`src/rtl/fcmp_pkg.sv`:
```
package fcmp_pkg;
  localparam int unsigned FLAG_CNT  = 5;
  localparam int unsigned FLG_TEST  = 0;
  localparam int unsigned FLG_ZERO  = 1;
  localparam int unsigned FLG_NEG   = 2;
  localparam int unsigned FLG_UNDER = 3;
  localparam int unsigned FLG_OVER  = 4;

  localparam logic [15:0] CMP_OPCODE_HI = 16'h7D00;

  typedef logic [FLAG_CNT-1:0] flags_t;

  typedef struct packed {
    logic eq;
    logic lt;
  } order_t;
endpackage

```
`src/rtl/fcmp_decode.sv`:
```
module fcmp_decode #(
  parameter int unsigned WORD_W = 32,
  parameter int unsigned SEL_W  = 2
) (
  input  logic              instr_valid,
  input  logic [WORD_W-1:0] instr_word,
  output logic              cmp_fire,
  output logic [SEL_W-1:0]  sel_a,
  output logic [SEL_W-1:0]  sel_b
);
  import fcmp_pkg::*;

  localparam int unsigned HALF_W = WORD_W / 2;
  localparam int unsigned SEL_HI = 2 * SEL_W;

  logic opc_match;
  logic pad_zero;

  always_comb begin
    opc_match = (instr_word[WORD_W-1:HALF_W] == CMP_OPCODE_HI);
    pad_zero  = (instr_word[HALF_W-1:SEL_HI] == '0);
    cmp_fire  = instr_valid && opc_match && pad_zero;
    sel_a     = instr_word[SEL_W-1:0];
    sel_b     = instr_word[SEL_HI-1:SEL_W];
  end
endmodule

```
`src/rtl/fcmp_regbank.sv`:
```
module fcmp_regbank #(
  parameter int unsigned DATA_W  = 32,
  parameter int unsigned REG_CNT = 4,
  localparam int unsigned SEL_W  = $clog2(REG_CNT)
) (
  input  logic              clk,
  input  logic              rst_n,
  input  logic              wr_en,
  input  logic [SEL_W-1:0]  wr_sel,
  input  logic [DATA_W-1:0] wr_data,
  input  logic [SEL_W-1:0]  rd_sel_a,
  input  logic [SEL_W-1:0]  rd_sel_b,
  output logic [DATA_W-1:0] rd_a,
  output logic [DATA_W-1:0] rd_b
);
  logic [DATA_W-1:0] bank_q [REG_CNT];
  logic [REG_CNT-1:0] bank_en;

  always_comb begin
    for (int i = 0; i < REG_CNT; i++) begin
      bank_en[i] = wr_en && (wr_sel == SEL_W'(i));
    end
  end

  for (genvar g = 0; g < REG_CNT; g++) begin : g_reg
    always_ff @(posedge clk or negedge rst_n) begin
      if (!rst_n) begin
        bank_q[g] <= '0;
      end else if (bank_en[g]) begin
        bank_q[g] <= wr_data;
      end
    end
  end

  always_comb begin
    rd_a = bank_q[rd_sel_a];
    rd_b = bank_q[rd_sel_b];
  end

  always_ff @(posedge clk) begin
    if (rst_n) begin
      assert_one_write_R11: assert ($onehot0(bank_en));
    end
  end
endmodule

```
`src/rtl/fcmp_order.sv`:
```
module fcmp_order #(
  parameter int unsigned EXP_W = 8,
  parameter int unsigned MAN_W = 23,
  localparam int unsigned DATA_W = 1 + EXP_W + MAN_W
) (
  input  logic [DATA_W-1:0] op_a,
  input  logic [DATA_W-1:0] op_b,
  output fcmp_pkg::order_t  order
);
  logic [DATA_W-1:0] canon_a, canon_b;
  logic [DATA_W-1:0] key_a, key_b;

  function automatic logic [DATA_W-1:0] canonical(input logic [DATA_W-1:0] v);
    logic [DATA_W-1:0] r;
    r = v;
    if (v[DATA_W-2:MAN_W] == '0) begin
      r[MAN_W-1:0] = '0;
    end
    if (r[DATA_W-2:0] == '0) begin
      r[DATA_W-1] = 1'b0;
    end
    return r;
  endfunction

  function automatic logic [DATA_W-1:0] order_key(input logic [DATA_W-1:0] v);
    logic [DATA_W-1:0] r;
    if (v[DATA_W-1]) begin
      r = ~v;
    end else begin
      r = v;
      r[DATA_W-1] = 1'b1;
    end
    return r;
  endfunction

  always_comb begin
    canon_a  = canonical(op_a);
    canon_b  = canonical(op_b);
    key_a    = order_key(canon_a);
    key_b    = order_key(canon_b);
    order.eq = (key_a == key_b);
    order.lt = (key_a < key_b);
  end

  always_comb begin
    assert_order_excl_R4: assert (!(order.eq && order.lt));
  end
endmodule

```
`src/rtl/fcmp_status.sv`:
```
module fcmp_status (
  input  logic              clk,
  input  logic              rst_n,
  input  logic              cmp_fire,
  input  fcmp_pkg::order_t  order,
  input  logic              ld_en,
  input  fcmp_pkg::flags_t  ld_data,
  output fcmp_pkg::flags_t  flags_q
);
  import fcmp_pkg::*;

  flags_t flags_d;
  logic   flags_en;

  always_comb begin
    flags_d = flags_q;
    if (ld_en) begin
      flags_d = ld_data;
    end
    if (cmp_fire) begin
      flags_d[FLG_ZERO] = order.eq;
      flags_d[FLG_NEG]  = order.lt;
    end
    flags_en = ld_en || cmp_fire;
  end

  always_ff @(posedge clk or negedge rst_n) begin
    if (!rst_n) begin
      flags_q <= '0;
    end else if (flags_en) begin
      flags_q <= flags_d;
    end
  end

  assert_idle_hold_R2: assert property (@(posedge clk) disable iff (!rst_n)
    !(cmp_fire || ld_en) |=> $stable(flags_q));

  assert_flag_pair_R5: assert property (@(posedge clk) disable iff (!rst_n)
    cmp_fire |=> !(flags_q[FLG_ZERO] && flags_q[FLG_NEG]));

  assert_keep_test_R7: assert property (@(posedge clk) disable iff (!rst_n)
    (cmp_fire && !ld_en) |=> flags_q[FLG_TEST] == $past(flags_q[FLG_TEST]));

  assert_keep_range_R7: assert property (@(posedge clk) disable iff (!rst_n)
    (cmp_fire && !ld_en) |=> flags_q[FLG_OVER:FLG_UNDER] == $past(flags_q[FLG_OVER:FLG_UNDER]));

  assert_preload_R12: assert property (@(posedge clk) disable iff (!rst_n)
    (ld_en && !cmp_fire) |=> flags_q == $past(ld_data));

  assert_less_R6: assert property (@(posedge clk) disable iff (!rst_n)
    (cmp_fire && order.lt) |=> flags_q[FLG_NEG] && !flags_q[FLG_ZERO]);
endmodule

```
`src/rtl/fcmp_flag_unit.sv`:
```
module fcmp_flag_unit #(
  parameter int unsigned EXP_W   = 8,
  parameter int unsigned MAN_W   = 23,
  parameter int unsigned REG_CNT = 4,
  localparam int unsigned DATA_W = 1 + EXP_W + MAN_W,
  localparam int unsigned SEL_W  = $clog2(REG_CNT)
) (
  input  logic              clk,
  input  logic              rst_n,
  input  logic              instr_valid,
  input  logic [31:0]       instr_word,
  input  logic              reg_wr_en,
  input  logic [SEL_W-1:0]  reg_wr_sel,
  input  logic [DATA_W-1:0] reg_wr_data,
  input  logic              flag_ld_en,
  input  logic [4:0]        flag_ld_data,
  output logic [4:0]        status_q
);
  import fcmp_pkg::*;

  logic [1:0]        rst_sync_q;
  logic              rst_int_n;
  logic              cmp_fire;
  logic [SEL_W-1:0]  sel_a, sel_b;
  logic [DATA_W-1:0] op_a, op_b;
  order_t            order;
  flags_t            flags_q;

  always_ff @(posedge clk or negedge rst_n) begin
    if (!rst_n) begin
      rst_sync_q <= '0;
    end else begin
      rst_sync_q <= {rst_sync_q[0], 1'b1};
    end
  end
  assign rst_int_n = rst_sync_q[1];

  fcmp_decode #(.WORD_W(32), .SEL_W(SEL_W)) u_decode (
    .instr_valid (instr_valid),
    .instr_word  (instr_word),
    .cmp_fire    (cmp_fire),
    .sel_a       (sel_a),
    .sel_b       (sel_b)
  );

  fcmp_regbank #(.DATA_W(DATA_W), .REG_CNT(REG_CNT)) u_bank (
    .clk      (clk),
    .rst_n    (rst_int_n),
    .wr_en    (reg_wr_en),
    .wr_sel   (reg_wr_sel),
    .wr_data  (reg_wr_data),
    .rd_sel_a (sel_a),
    .rd_sel_b (sel_b),
    .rd_a     (op_a),
    .rd_b     (op_b)
  );

  fcmp_order #(.EXP_W(EXP_W), .MAN_W(MAN_W)) u_order (
    .op_a  (op_a),
    .op_b  (op_b),
    .order (order)
  );

  fcmp_status u_status (
    .clk      (clk),
    .rst_n    (rst_int_n),
    .cmp_fire (cmp_fire),
    .order    (order),
    .ld_en    (flag_ld_en),
    .ld_data  (flag_ld_data),
    .flags_q  (flags_q)
  );

  assign status_q = flags_q;

  assert_same_bits_R4: assert property (@(posedge clk) disable iff (!rst_int_n)
    (cmp_fire && op_a == op_b) |=> status_q[FLG_ZERO] && !status_q[FLG_NEG]);

  assert_sign_first_R9: assert property (@(posedge clk) disable iff (!rst_int_n)
    (cmp_fire && op_a[DATA_W-1] && !op_b[DATA_W-1] && op_a[DATA_W-2:MAN_W] != '0)
      |=> status_q[FLG_NEG]);
endmodule

```
`config.mk`:
```
export PLATFORM = sky130hd
export DESIGN_NAME = fcmp_flag_unit
export DESIGN_NICKNAME = d
export VERILOG_FILES = /design/src/rtl/fcmp_pkg.sv /design/src/rtl/fcmp_decode.sv /design/src/rtl/fcmp_regbank.sv /design/src/rtl/fcmp_order.sv /design/src/rtl/fcmp_status.sv /design/src/rtl/fcmp_flag_unit.sv
export SDC_FILE = /design/constraint.sdc
export NUM_CORES = 1
export LEC_CHECK = 0
export ABC_AREA = 0
export BUFFER_PORTS_ARGS = -buffer_cell sky130_fd_sc_hd__buf_2
export CORE_MARGIN = 3
export CORE_UTILIZATION = 60
export DETAILED_ROUTE_END_ITERATION = 10
export GPL_ROUTABILITY_DRIVEN = 0
export HOLD_SLACK_MARGIN = 0.02
export PLACE_DENSITY_LB_ADDON = 0.05
export SLEW_MARGIN = 20
export SYNTH_ARGS = -nofsm -noshare
export SYNTH_HDL_FRONTEND = slang
export SYNTH_HIERARCHICAL = 1
export SYNTH_SLANG_ARGS = --single-unit
export TNS_END_PERCENT = 10
```
`constraint.sdc`:
```
create_clock -name clk -period 4.7 [get_ports clk]
set_input_delay 0 -clock clk [delete_from_list [all_inputs] [get_ports clk]]
set_output_delay 0 -clock clk [all_outputs]
set_load 0.01 [all_outputs]
```
==> flow_summary_export.csv <==
group,metric,value,unit
route,drc,0,
sta,drv_slew,0,
synthesis,postSynthRegisterBits,135,
layout,area_growth,18.62,%
layout,fillCellCount,842,
global_route,grt_busiest_layer,"met2",
global_route,grt_first_pass_wirelength,30.17,mm
sta,period_minus_slack,4.147,ns
floorplan,die_y,122.6,um
route,wire_per_inst,20.15,um
synthesis,synthesis.nets,701,
clocking,cts_root_buf,"clkbuf_16",
route,vias_per_cell,6.043,
clocking,clk_latency,0.42,ns
clocking,hold_buffers,44,
sta,fmax,0.2411,GHz
route,vias,5390,
critical_path,slowest_stage,"or4_4",
sta,rsz0062_at_grt,"false",
clocking,clkSlewWorstSetupHoldPaths,0.06,ns
critical_path,cp_top_family,"compound AO/OA/AOI/OAI gates",
critical_path,critPathKind,"flip-flop to flip-flop",
power,leakage,4.128,nW
critical_path,path_max_fanout,22,
floorplan,start_util,63.10,%
synthesis,synth_top_flop_cell,"dfrtp_1",
floorplan,die-width,122.6,um
placement,dp_hpwl,11.86,mm
clocking,clock-sinks,135,
clocking,ctsLongestPathBuffers,2,
global_route,grt_pass1_vias,5905,
floorplan,num_rows,41,
layout,diodes,0,
flow_run,cap_violations,0,
layout,drive_gt1_share,45.42,%
synthesis,synth_warnings,6,
clocking,cts_max_level,4,
synthesis,ys_types,40,
global_route,met3_usage,4.562,%
clocking,cts_buffers,17,
floorplan,dieArea,15030,sq um
sta,hold_viol_final,0,
critical_path,crit_top_cell,"nor2_1",
sta,setup_violations,0,
sta,relSlewSlack,47.85,%
synthesis,syn_area_per_cell,13.75,sq um
critical_path,arrival,4.50,ns
global_route,use_met2,44.59,%
critical_path,end_kind,"flip-flop",
critical_path,critPathBufInv,2,
route,dr.pass1.iters,4,
placement,portBuffers,80,
route,ant_nets,0,
route,wl,17.98,mm
layout,nets,815,
global_route,grt_overflow,0,
synthesis,seq_area_frac_synth,41.42,%
global_route,track_usage,26.05,%
sta,fin_worst_skew,0.008642,ns
synthesis,synth_edf_count,0,
sta,setup_tns,0,ns
global_route,antenna_found_initial,0,
route,drt_iter0_drc,261,
clocking,post_cts_resized,0,
global_route,grt_max_degree,51,
power,peakVddDrop,0.3890,mV
floorplan,io_pins,81,
synthesis,syn_inst,593,
power,total_power,4.396,mW
clocking,post_cts_buffers,0,
floorplan,core,12930,sq um
hold_path,hold_class,"flip-flop to async pin",
synthesis,synthArstFlopShare,100.0,%
sta,worst_pin_slew,0.7823,ns
critical_path,start_kind,"flip-flop",
synthesis,netlist_area,8157,sq um
critical_path,max_stage_delay,0.57,ns
critical_path,required,5.05,ns
global_route,use_met1,34.70,%
status,status,"complete, no violations",
sta,timing.final.crit_share,88.24,%
critical_path,cp_cell_sequence,"mux4_2 -> or4_4 -> nor2_1 -> buf_4 -> nor2_1 -> ha_1 -> a21oi_1 -> o21ai_0 -> a221oi_1 -> nor2_1 -> a2111oi_0 -> nand2_1 -> o21ai_1 -> dlygate4sd3_1",
clocking,cts_tree,"yes",
power,p_per_area,454.4,nW/um^2
==> power breakdown <==
group	switching [mW]	internal [mW]	leakage, nW
sequential	0.167	1.38	1.60
clock	0.502	0.822	0.277
combinational	0.709	0.816	2.26
==> path summary, 6_finish.rpt <==
kind	from	endpoint	slack, ns	depth (start not counted)
max in group asynchronous	rst_sync_q[1]	u_bank/bank_q[74]	3.38	1
hold / removal	rst_sync_q[1]	u_bank/bank_q[122]	0.28	0
min in group clk	rst_sync_q[0]	rst_sync_q[1]	0.35	0
setup reg to reg	u_bank/bank_q[120]	u_status/flags_q[2]	0.55	14
hold reg to reg	rst_sync_q[1]	u_bank/bank_q[122]	0.28	0
setup / recovery	u_bank/bank_q[120]	u_status/flags_q[2]	0.55	14
==> through the flow <==
step,hold WS (ns),utilization [%],instances,cell area [sq um],setup slack (ns)
global route,0.3192,74.85,892,9676,0.3430
global placement,-0.2145,66.83,816,8640,0.9429
finish,0.2828,74.85,892,9676,0.5529
floorplan,-0.2956,-,593,8157,0.6602
detailed placement,-0.2132,66.83,816,8640,0.9204
CTS,0.2983,74.85,892,9676,0.5998
==> state kept, by name, indices dropped and copies added (netlist names) <==
signal	flops
u_bank/bank_q	128
rst_sync_q	2
u_status/flags_q	5
==> layer usage <==
metal / vias up / routed length, um
li1: 2444 / -
met5: - / 0
met3: 16 / 749
met2: 117 / 9203
met4: 0 / 210
met1: 2813 / 7814
==> layout by cell type, fill, tap and decap left out, types with 3 or more instances in the layout <==
master         synthesis  layout
xor2_1                28      28
mux4_2                64      64
dfrtp_1              135     134
nand4_1                7       7
clkinvlp_4             0       5
buf_2                 18      80
xnor2_1               29      29
ha_1                  32      32
mux2i_1                4       4
clkbuf_8               0       3
mux2_2               129     129
nor4_1                 6       6
o21ai_0                6       6
clkbuf_16              0      17
a21oi_1               13      13
buf_4                 13      12
dlygate4sd3_1          0      44
mux2_4                 3       3
nand2_1               35      35
nor2_1                30      30
==> cell usage after synthesis (3+ instances only) <==
cell type | n | area, sq um
nand4_1 | 7 | 43.79
nor2_1 | 30 | 112.6
nand2_1 | 35 | 131.4
nor4_1 | 6 | 37.54
mux2i_1 | 4 | 40.04
buf_1 | 6 | 22.52
dfrtp_1 | 135 | 3378
a21oi_1 | 13 | 65.06
xnor2_1 | 29 | 254.0
mux2_4 | 3 | 45.04
buf_4 | 13 | 97.59
mux4_2 | 64 | 1441
buf_2 | 18 | 90.09
ha_1 | 32 | 400.4
o21ai_0 | 6 | 30.03
xor2_1 | 28 | 245.2
clkbuf_1 | 3 | 11.26
mux2_2 | 129 | 1453
==> layout make-up <==
| type | instances | area (sq um) | share of cell area, % |
|---|---|---|---|
| Clock inverter | 11 | 125.1 | 1.293 |
| Inverter | 1 | 3.754 | 0.03879 |
| Multi-Input combinational cell | 416 | 4548 | 47.01 |
| Clock buffer | 21 | 470.5 | 4.862 |
| Timing Repair Buffer | 136 | 930.9 | 9.621 |
| Sequential cell | 135 | 3382 | 34.95 |
| Tap cell | 172 | 215.2 | 2.224 |
==> cells by family after synthesis <==
family          count (synthesis)  share of synthesized area (%)
xor+xnor                       57                          6.121
flops                         135                          41.42
compound gates                 29                          2.194
mux                           202                          36.80
simple gates                   95                          5.614
buf+inv                        42                          2.899
other cells                     1                        0.04598
fa+ha+maj                      32                          4.909
==> worst register-to-register path: cells and delay by family (launching register included) <==
kind	cells	cell delay [ns]
DFF	1	0.43
and+or+nand+nor	5	0.93
buffers and inverters	2	0.81
AOI/OAI and AO/OA	5	1.05
muxes	1	0.52
adders and majority gates	1	0.33
Note: power is estimated with default switching activity, not from simulation.
